===== src/rtl/i2c_reg_pkg.sv =====
package i2c_reg_pkg;
  localparam int BYTE_W = 8;

  typedef enum logic [3:0] {
    ST_IDLE,
    ST_ADDR,
    ST_AACK,
    ST_PTR,
    ST_PACK,
    ST_WDATA,
    ST_WACK,
    ST_RDATA,
    ST_RACK,
    ST_HOLD
  } tgt_state_e;
endpackage


===== src/rtl/i2c_reg_sync.sv =====
module i2c_reg_sync #(
  parameter int SYNC_STAGES = 2
) (
  input  logic clk_i,
  input  logic rst_ni,
  input  logic scl_i,
  input  logic sda_i,
  output logic scl_s_o,
  output logic sda_s_o,
  output logic scl_rise_o,
  output logic scl_fall_o,
  output logic start_o,
  output logic stop_o
);
  localparam int MSB = SYNC_STAGES - 1;

  logic [MSB:0] scl_sr, sda_sr;
  logic         scl_d, sda_d;

  always_ff @(posedge clk_i or negedge rst_ni) begin
    if (!rst_ni) begin
      scl_sr <= '1;
      sda_sr <= '1;
      scl_d  <= 1'b1;
      sda_d  <= 1'b1;
    end else begin
      scl_sr <= {scl_sr[MSB-1:0], scl_i};
      sda_sr <= {sda_sr[MSB-1:0], sda_i};
      scl_d  <= scl_sr[MSB];
      sda_d  <= sda_sr[MSB];
    end
  end

  assign scl_s_o    = scl_sr[MSB];
  assign sda_s_o    = sda_sr[MSB];
  assign scl_rise_o = scl_s_o & ~scl_d;
  assign scl_fall_o = ~scl_s_o & scl_d;
  // SDA edge while SCL high on both samples
  assign start_o    = scl_s_o & scl_d & sda_d & ~sda_s_o;
  assign stop_o     = scl_s_o & scl_d & ~sda_d & sda_s_o;
endmodule


===== src/rtl/i2c_reg_file.sv =====
module i2c_reg_file #(
  parameter int AW = 7,
  parameter int DW = 8
) (
  input  logic          clk_i,
  input  logic          rst_ni,
  input  logic          we_i,
  input  logic [AW-1:0] waddr_i,
  input  logic [DW-1:0] wdata_i,
  input  logic [AW-1:0] raddr_a_i,
  output logic [DW-1:0] rdata_a_o,
  input  logic [AW-1:0] raddr_b_i,
  output logic [DW-1:0] rdata_b_o
);
  localparam int DEPTH = 1 << AW;

  logic [DW-1:0] mem_q [DEPTH];

  always_ff @(posedge clk_i or negedge rst_ni) begin
    if (!rst_ni) begin
      for (int i = 0; i < DEPTH; i++) mem_q[i] <= '0;
    end else if (we_i) begin
      mem_q[waddr_i] <= wdata_i;
    end
  end

  assign rdata_a_o = mem_q[raddr_a_i];
  assign rdata_b_o = mem_q[raddr_b_i];
endmodule


===== src/rtl/i2c_reg_port.sv =====
module i2c_reg_port
  import i2c_reg_pkg::*;
#(
  parameter logic [6:0] DEV_ADDR    = 7'b1001010,
  parameter int         AW          = 7,
  parameter int         SYNC_STAGES = 2
) (
  input  logic                clk_i,
  input  logic                rst_ni,
  input  logic                scl_i,
  input  logic                sda_i,
  output logic                sda_oe_o,
  input  logic [AW-1:0]       cfg_addr_i,
  output logic [BYTE_W-1:0]   cfg_data_o
);
  localparam int INC_BIT = BYTE_W - 1;

  logic scl_s, sda_s, scl_rise, scl_fall, start_det, stop_det;

  i2c_reg_sync #(.SYNC_STAGES(SYNC_STAGES)) u_sync (
    .clk_i     (clk_i),
    .rst_ni    (rst_ni),
    .scl_i     (scl_i),
    .sda_i     (sda_i),
    .scl_s_o   (scl_s),
    .sda_s_o   (sda_s),
    .scl_rise_o(scl_rise),
    .scl_fall_o(scl_fall),
    .start_o   (start_det),
    .stop_o    (stop_det)
  );

  tgt_state_e        state;
  logic [3:0]        bit_cnt;
  logic [BYTE_W-1:0] shreg, tx;
  logic [AW-1:0]     ptr, rd_ptr;
  logic              auto_inc, is_read, nack_q;
  logic              reg_we;
  logic [BYTE_W-1:0] rd_data;
  logic              byte_in_done;

  assign byte_in_done = scl_fall && (bit_cnt == 4'd8);
  assign reg_we = (state == ST_WDATA) && byte_in_done && !start_det && !stop_det;
  // next read byte comes from ptr+1 once the controller acks with increment on
  assign rd_ptr = (state == ST_RACK && auto_inc) ? ptr + AW'(1) : ptr;

  i2c_reg_file #(.AW(AW), .DW(BYTE_W)) u_regs (
    .clk_i    (clk_i),
    .rst_ni   (rst_ni),
    .we_i     (reg_we),
    .waddr_i  (ptr),
    .wdata_i  (shreg),
    .raddr_a_i(rd_ptr),
    .rdata_a_o(rd_data),
    .raddr_b_i(cfg_addr_i),
    .rdata_b_o(cfg_data_o)
  );

  always_ff @(posedge clk_i or negedge rst_ni) begin
    if (!rst_ni) begin
      state    <= ST_IDLE;
      bit_cnt  <= '0;
      shreg    <= '0;
      tx       <= '0;
      sda_oe_o <= 1'b0;
      ptr      <= '0;
      auto_inc <= 1'b0;
      is_read  <= 1'b0;
      nack_q   <= 1'b1;
    end else if (start_det) begin
      state    <= ST_ADDR;
      bit_cnt  <= '0;
      sda_oe_o <= 1'b0;
    end else if (stop_det) begin
      state    <= ST_IDLE;
      sda_oe_o <= 1'b0;
    end else begin
      unique case (state)
        ST_ADDR, ST_PTR, ST_WDATA: begin
          if (scl_rise) begin
            shreg   <= {shreg[BYTE_W-2:0], sda_s};
            bit_cnt <= bit_cnt + 4'd1;
          end else if (byte_in_done) begin
            bit_cnt <= '0;
            if (state == ST_ADDR) begin
              if (shreg[BYTE_W-1:1] == DEV_ADDR) begin
                is_read  <= shreg[0];
                state    <= ST_AACK;
                sda_oe_o <= 1'b1;
              end else begin
                state <= ST_IDLE;
              end
            end else if (state == ST_PTR) begin
              ptr      <= shreg[AW-1:0];
              auto_inc <= shreg[INC_BIT];
              state    <= ST_PACK;
              sda_oe_o <= 1'b1;
            end else begin
              if (auto_inc) ptr <= ptr + AW'(1);
              state    <= ST_WACK;
              sda_oe_o <= 1'b1;
            end
          end
        end
        ST_AACK, ST_PACK, ST_WACK: begin
          if (scl_fall) begin
            bit_cnt <= '0;
            if (state == ST_AACK && is_read) begin
              state    <= ST_RDATA;
              tx       <= rd_data;
              sda_oe_o <= ~rd_data[BYTE_W-1];
            end else begin
              state    <= (state == ST_AACK) ? ST_PTR : ST_WDATA;
              sda_oe_o <= 1'b0;
            end
          end
        end
        ST_RDATA: begin
          if (scl_fall) begin
            if (bit_cnt == 4'd7) begin
              state    <= ST_RACK;
              sda_oe_o <= 1'b0;
              bit_cnt  <= '0;
            end else begin
              tx       <= {tx[BYTE_W-2:0], 1'b0};
              sda_oe_o <= ~tx[BYTE_W-2];
              bit_cnt  <= bit_cnt + 4'd1;
            end
          end
        end
        ST_RACK: begin
          if (scl_rise) begin
            nack_q <= sda_s;
          end else if (scl_fall) begin
            if (!nack_q) begin
              ptr      <= rd_ptr;
              tx       <= rd_data;
              sda_oe_o <= ~rd_data[BYTE_W-1];
              state    <= ST_RDATA;
            end else begin
              state <= ST_HOLD;
            end
          end
        end
        default: ;
      endcase
    end
  end
endmodule


===== config.mk =====
export PLATFORM = sky130hd
export DESIGN_NAME = i2c_reg_port
export DESIGN_NICKNAME = d
export VERILOG_FILES = /design/src/rtl/i2c_reg_pkg.sv /design/src/rtl/i2c_reg_sync.sv /design/src/rtl/i2c_reg_file.sv /design/src/rtl/i2c_reg_port.sv
export SDC_FILE = /design/constraint.sdc
export NUM_CORES = 2
export LEC_CHECK = 0
export ABC_AREA = 1
export CAP_MARGIN = 20
export CORE_MARGIN = 8
export CORE_UTILIZATION = 50
export DETAILED_ROUTE_END_ITERATION = 10
export HOLD_SLACK_MARGIN = 0.12
export PLACE_DENSITY = 0.65
export SYNTH_ARGS = -nofsm -noshare
export SYNTH_HDL_FRONTEND = slang
export SYNTH_SLANG_ARGS = --single-unit

===== constraint.sdc =====
create_clock -name clk_i -period 4.2 [get_ports clk_i]
set_clock_uncertainty 0.2 [all_clocks]
set_input_delay 0.63 -clock clk_i [delete_from_list [all_inputs] [get_ports clk_i]]
set_output_delay 0.63 -clock clk_i [all_outputs]
set_load 0.005 [all_outputs]

[After elaboration in Yosys (flattened, before gate mapping)]
Index checks and enable logic that the tools add are counted.
Word-level totals
  input port bits: 11
  bits in read-only memories: 0
  bits in latches: 0
  memory bits (writable): 0
  output and inout port bits: 9
  bits in registers: 1064
  word-level logic and storage cells: 291
  memories: 0
Cells by class
  eq/ne operators: 35
  divide/modulo/power cells: 0
  reduce and logical (&&, ||, !) cells: 24
  shift-type cells: 0
  bitwise logic cells: 20
  multiplexer cells: 65
  $lt $le $gt $ge: 4
  $mul: 0
  add/sub/neg operators: 2
Operator list (count)
  1024-bit bitwise mux: 1
  8-bit binary-select mux with 7-bit select: 2
  7-bit 2-to-1 mux: 16
  4-bit 2-to-1 mux: 18
  8-bit demux with 7-bit select: 1
  8-bit 2-to-1 mux: 5
  4-bit inequality test (second input constant): 9
  8-bit greater-or-equal comparator (second input constant): 3
  7-bit inverter with 8-bit output: 3
  2-bit inequality test (second input constant): 11
  7-bit one-hot mux with 3 select lines: 1
  4-bit by 3-bit equality test with 1-bit output (second input constant): 5
  10-bit AND reduction: 2
  4-bit one-hot mux with 4 select lines: 1
  7-bit one-hot mux with 2 select lines: 1
  7-bit AND reduction: 2
  1-bit 2-to-1 mux: 13
  4-bit one-hot mux with 3 select lines: 1
  1-bit inverter: 10
  3-bit inequality test (second input constant): 3
  9-bit AND reduction: 1
  4-bit by 2-bit equality test with 1-bit output (second input constant): 2
  4-bit equality test (second input constant): 2
  8-bit by 1-bit < comparator with 1-bit output (second input constant): 1
  other kinds (19): 36

[Logic depth before layout (Yosys ltp)]
  depth after elaboration: 14
  depth in mapped cells: 20
  depth with buffers taken out: 18

[Hierarchy]
Synthesis repeated with hierarchy kept, for this count alone.
Second synthesis, totals
  cell total of the unflattened synthesis: 8569
  area, all modules: 59355.7 µm²
By module, submodules not included
  i2c_reg_file: area an instance 56754.4 µm², cells an instance 8198, times used 1
  i2c_reg_port: area an instance 2402.3 µm², cells an instance 354, times used 1
  i2c_reg_sync: area an instance 198.9 µm², cells an instance 17, times used 1

[Least setup slack after synthesis]
OpenSTA, ideal clock, no wires.
  path kind: input to output
  start point: input port cfg_addr_i[1]
  end point: output port cfg_data_o[5]
  arrival: 2.203 ns
  path buffers: 4
  setup slack: 1.167 ns
  stages on the path: 10
  data required time: 3.370 ns
  cells stage by stage: buf_2 -> buf_2 -> clkbuf_1 -> clkbuf_1 -> o21ai_0 -> o22ai_1 -> nor2_1 -> o221ai_1 -> o311ai_0 -> a21oi_1
Between the ends
  word-level cells in the longest chain between the ends: 4
Ends and longest elaborated chain
  start: declaration: RTL line i2c_reg_port.sv:13  | input logic [AW-1:0] cfg_addr_i,
  7-bit inverter with 8-bit output (not written as such): RTL line i2c_reg_file.sv:28  | assign rdata_b_o = mem_q[raddr_b_i];
  8-bit binary-select mux with 7-bit select: RTL line i2c_reg_file.sv:28
  8-bit 2-to-1 mux (not written as such) (2 in series): RTL line i2c_reg_file.sv:28
  end: declaration: RTL line i2c_reg_port.sv:14  | output logic [BYTE_W-1:0] cfg_data_o
Every way passes these cells. The select of a mux whose other input is x is not followed.

[Worst setup path in the final report]
  start point: input port cfg_addr_i[1]
  end point: output port cfg_data_o[2]
Same word-level chain as after synthesis.

==> results.md <==
* Die width at 359 um
* Slowest-stage cell, CP: o211ai_1
* FILL cells at 10,980
* DR top layer: met4
* Number of global-route vias before repair at 55,960
* DR DRC count at 0
* Area growth syn-to-layout at 13.6%
* Synth async-reset ratio at 100%
* Peak Freq at 0.240 GHz
* Pins Over Slew Limit at 0
* FF-to-FF Start: ptr[0]
* Count of final hold-check violations at 0
* Worst-Margin Slew at 1.07 ns
* Setup CP Type: in2out
* Core Box Area at 117,000 um2
* Root buffer cell: clkbuf_16
* Hold_sp: u_sync.scl_sr[0]
* Total gr overflow at 0
* Synth Register Bits at 1,064
* Dominant synthesized flop cell: dfrtp_1
* Critical Path, Cell by Cell: buf_12, buf_12, buf_16, buf_12, a21oi_1, o21ai_0, o21ai_0, buf_4, nor2_1, o32ai_1, buf_4, o211ai_1, a31oi_4, dlygate4sd2_1
* Final setup viols at 0
* CTS sink cnt at 1,064
* HPWL Detailed at 149 mm
* Total Routing Usage GR at 34.3%
* Post-synth top area cell: dfrtp_1
* Reg2Reg Setup Slack at 0.20 ns
* GP Congestion at 1.00
* First-pass GRT wire length at 349 mm
* Detailed-route via count at 60,260
* Mapped Nets at 8,172
* Mean routed wirelength per cell at 23.9 um
* IO Pins at 20
* Mapped cell area at 58,900 um2
* Period minus WS final at 4.17 ns
* Mapped Avg Cell Area at 7.22 um2
* Yosys warning count at 0
* Footprint of the multi-input gates at 28,200 um2
* Metal-1 WL at 92.8 mm
* Worst hold path cell count at 0
* WL met3 at 22.9 mm
* Core Rows at 126
* Worst Path Required at 3.37 ns
* Antenna-violating nets left at 0
* Htree depth at 3
* Worst-path fanout max at 32
* Met2 WL at 99.7 mm
* Crit-path leading delay family: buffers and inverters
* Starting Density at 50.2%
* Die footprint at 129,000 um2
* DRT Pass-1 Iters at 6
* CP dominant cell by count: buf_12
* Distinct cells, synth at 43
* Startpoint Class: input pin
* Max-cap violations at 0
* Final Cycle Share at 99.3%
* Hold WC Path Type: reg2reg
* Status: completed
* Initial antenna violation count at 3
* Nets at 8,038
* Die Y at 359 um
* CTS tree: yes
* Placed Area at 62,400 um2
* VDD IR max at 0.000440 V
* Cells after Synth at 8,158
* Routed Wire Length at 231 mm
* Cell count after placement at 9,425
* Total CTS buffers at 119
* Cell Pwr Density at 515 nW/um2
* Setup crit end kind: output port
* Worst slew margin at 28.9%
* Arrival time worst endpoint at 3.34 ns
* Vias/cell at 6.24
* RSZ-0062 raised after global routing: false
* Worst r2r dst: tx[2]
* Largest net degree at the start of global routing at 130
* Hold EP: u_sync.scl_sr[1]
* Synth top area share at 44.9%
* Starting DRT DRC Count at 8,863
* Clock Tree Buf Depth at 3
* Layout cells sized above 1 at 8.87%
* Worst path bufs/invs at 7
* Design area at 66,900 um2
* Quantity of I/O buffers inserted on ports at 19
* Final Util at 57.0%
* EDFF count, synth at 0
* P_leak at 28.5 nW
* Clk slew on worst S/H paths at 0.06 ns
* Top cells by area, synth: dfrtp_1 45%, o21ai_0 17%, nand2_1 13%, nor2_1 5.1%, nand3_1 3.5%
* Worst skew pair latency at 0.75 ns
* Finished Layout Cells at 9,662
* Register area at 26,600 um2
* Cell count of the worst reg-to-reg path at 15
* Post-synthesis sequential area ratio at 45.2%
* Slowest stage delay, CP at 0.56 ns
power breakdown:
part           internal [mW]  switching [mW]  total (mW)
sequential              10.4           0.160        10.5
combinational           3.54            9.50        13.0
clock                   6.39            4.50        10.9
cells in the final DEF, fill, tap and decap left out, types with 6 or more instances in the layout:
cell type and instances:
a211oi_1 7, nand2_1 1972, o21ai_0 2003, buf_12 88
bufinv_16 8, o221ai_1 34, inv_1 335, dfrtp_1 1057
a221oi_1 11, a21oi_2 6, clkbuf_1 19, nand3_1 412
a31oi_1 9, nand4_1 13, nor2_1 808, dfstp_2 7
buf_4 331, clkbuf_16 124, clkinv_2 27, o221ai_2 12
inv_4 10, clkinvlp_4 8, clkdlybuf4s50_1 7, a21oi_1 204
o211ai_1 208, buf_6 8, o21ai_1 104, clkbuf_8 35
o22ai_1 153, o311ai_0 11, nand2_2 8
layer usage:
metal | GRT usage [%] | vias to the layer above
met5 | 0 | -
met4 | 19.0 | 0
met3 | 6.90 | 789
met2 | 51.7 | 3536
met1 | 46.3 | 28704
li1 | - | 27231
synth_stat cells, drive strengths merged, types with 2 or more instances:
| cell | number |
|---|---|
| ha | 3 |
| dfstp | 7 |
| o221ai | 46 |
| nand2 | 1986 |
| o2111ai | 2 |
| buf | 254 |
| o22ai | 153 |
| xnor2 | 2 |
| o32ai | 5 |
| o21ai | 2109 |
| xor2 | 4 |
| dfrtp | 1057 |
| nand3 | 415 |
| a21oi | 211 |
| nor2 | 812 |
| a31oi | 12 |
| o211ai | 208 |
| nor3 | 6 |
| inv | 352 |
| nor4 | 2 |
| clkbuf | 455 |
| o311ai | 13 |
| nand4 | 13 |
| o31ai | 2 |
| a211oi | 8 |
| a221oi | 14 |
| clkinv | 4 |
state kept, by name, summed over array words and instances (netlist names):
register / cells
auto_inc: 1
bit_cnt: 4
is_read: 1
nack_q: 1
ptr: 7
sda_oe_o: 1
shreg: 8
state: 4
tx: 7
u_regs.mem_q: 1024
u_sync.scl_d: 1
u_sync.scl_sr: 2
u_sync.sda_d: 1
u_sync.sda_sr: 2
logic make-up after synthesis:
family,share of synthesized area (%)
AOI/OAI and AO/OA,25.5
xor gates and xnor gates,0.0892
adders and majority gates,0.0637
buffers and inverters,7.50
DFF,45.2
and+or+nand+nor,21.7
cell type report:
cell class / instances / area share, %
inverters: 356 / 2.07
repair buffers: 453 / 7.08
well taps: 1536 / 2.87
flip-flops and latches: 1064 / 39.8
diodes: 1 / 0.00374
clock inverters: 46 / 0.701
repair inverters: 1 / 0.0131
multi-input cells: 6029 / 42.1
clock buffers: 176 / 5.39
through the flow:
stage	power [mW]	setup slack [ns]	TNS (ns)	hold slack (ns)
CTS	34.1	0.0111	0	0.160
global placement	23.1	-0.675	-3.15	0.152
detailed placement	23.2	-0.624	-2.87	0.148
finish	34.5	0.0299	0	0.158
floorplan	18.0	1.17	0	0.134
global route	35.7	0.00506	0	0.166
what timing repair did:
action	in CTS	in global routing
resized for setup	50	27
buffers inserted	6	1
endpoints found under the setup margin	8	7
pin swaps	11	6
hold buffers	3	0
cloned	2	2
endpoints found under the hold margin	63	0
worst max-delay path by stage:
stage / from / cells after the start / to / slack (ns)
after floorplan: cfg_addr_i[1] / 10 / cfg_data_o[5] / 1.17
after global placement: cfg_addr_i[0] / 13 / cfg_data_o[2] / -0.68
after CTS: u_regs.mem_q[622] / 11 / cfg_data_o[6] / 0.01
final: cfg_addr_i[1] / 14 / cfg_data_o[2] / 0.03
after detailed placement: cfg_addr_i[0] / 13 / cfg_data_o[2] / -0.62
after global routing: cfg_addr_i[1] / 14 / cfg_data_o[2] / 0.005
Power figures use the tool's default switching activity.
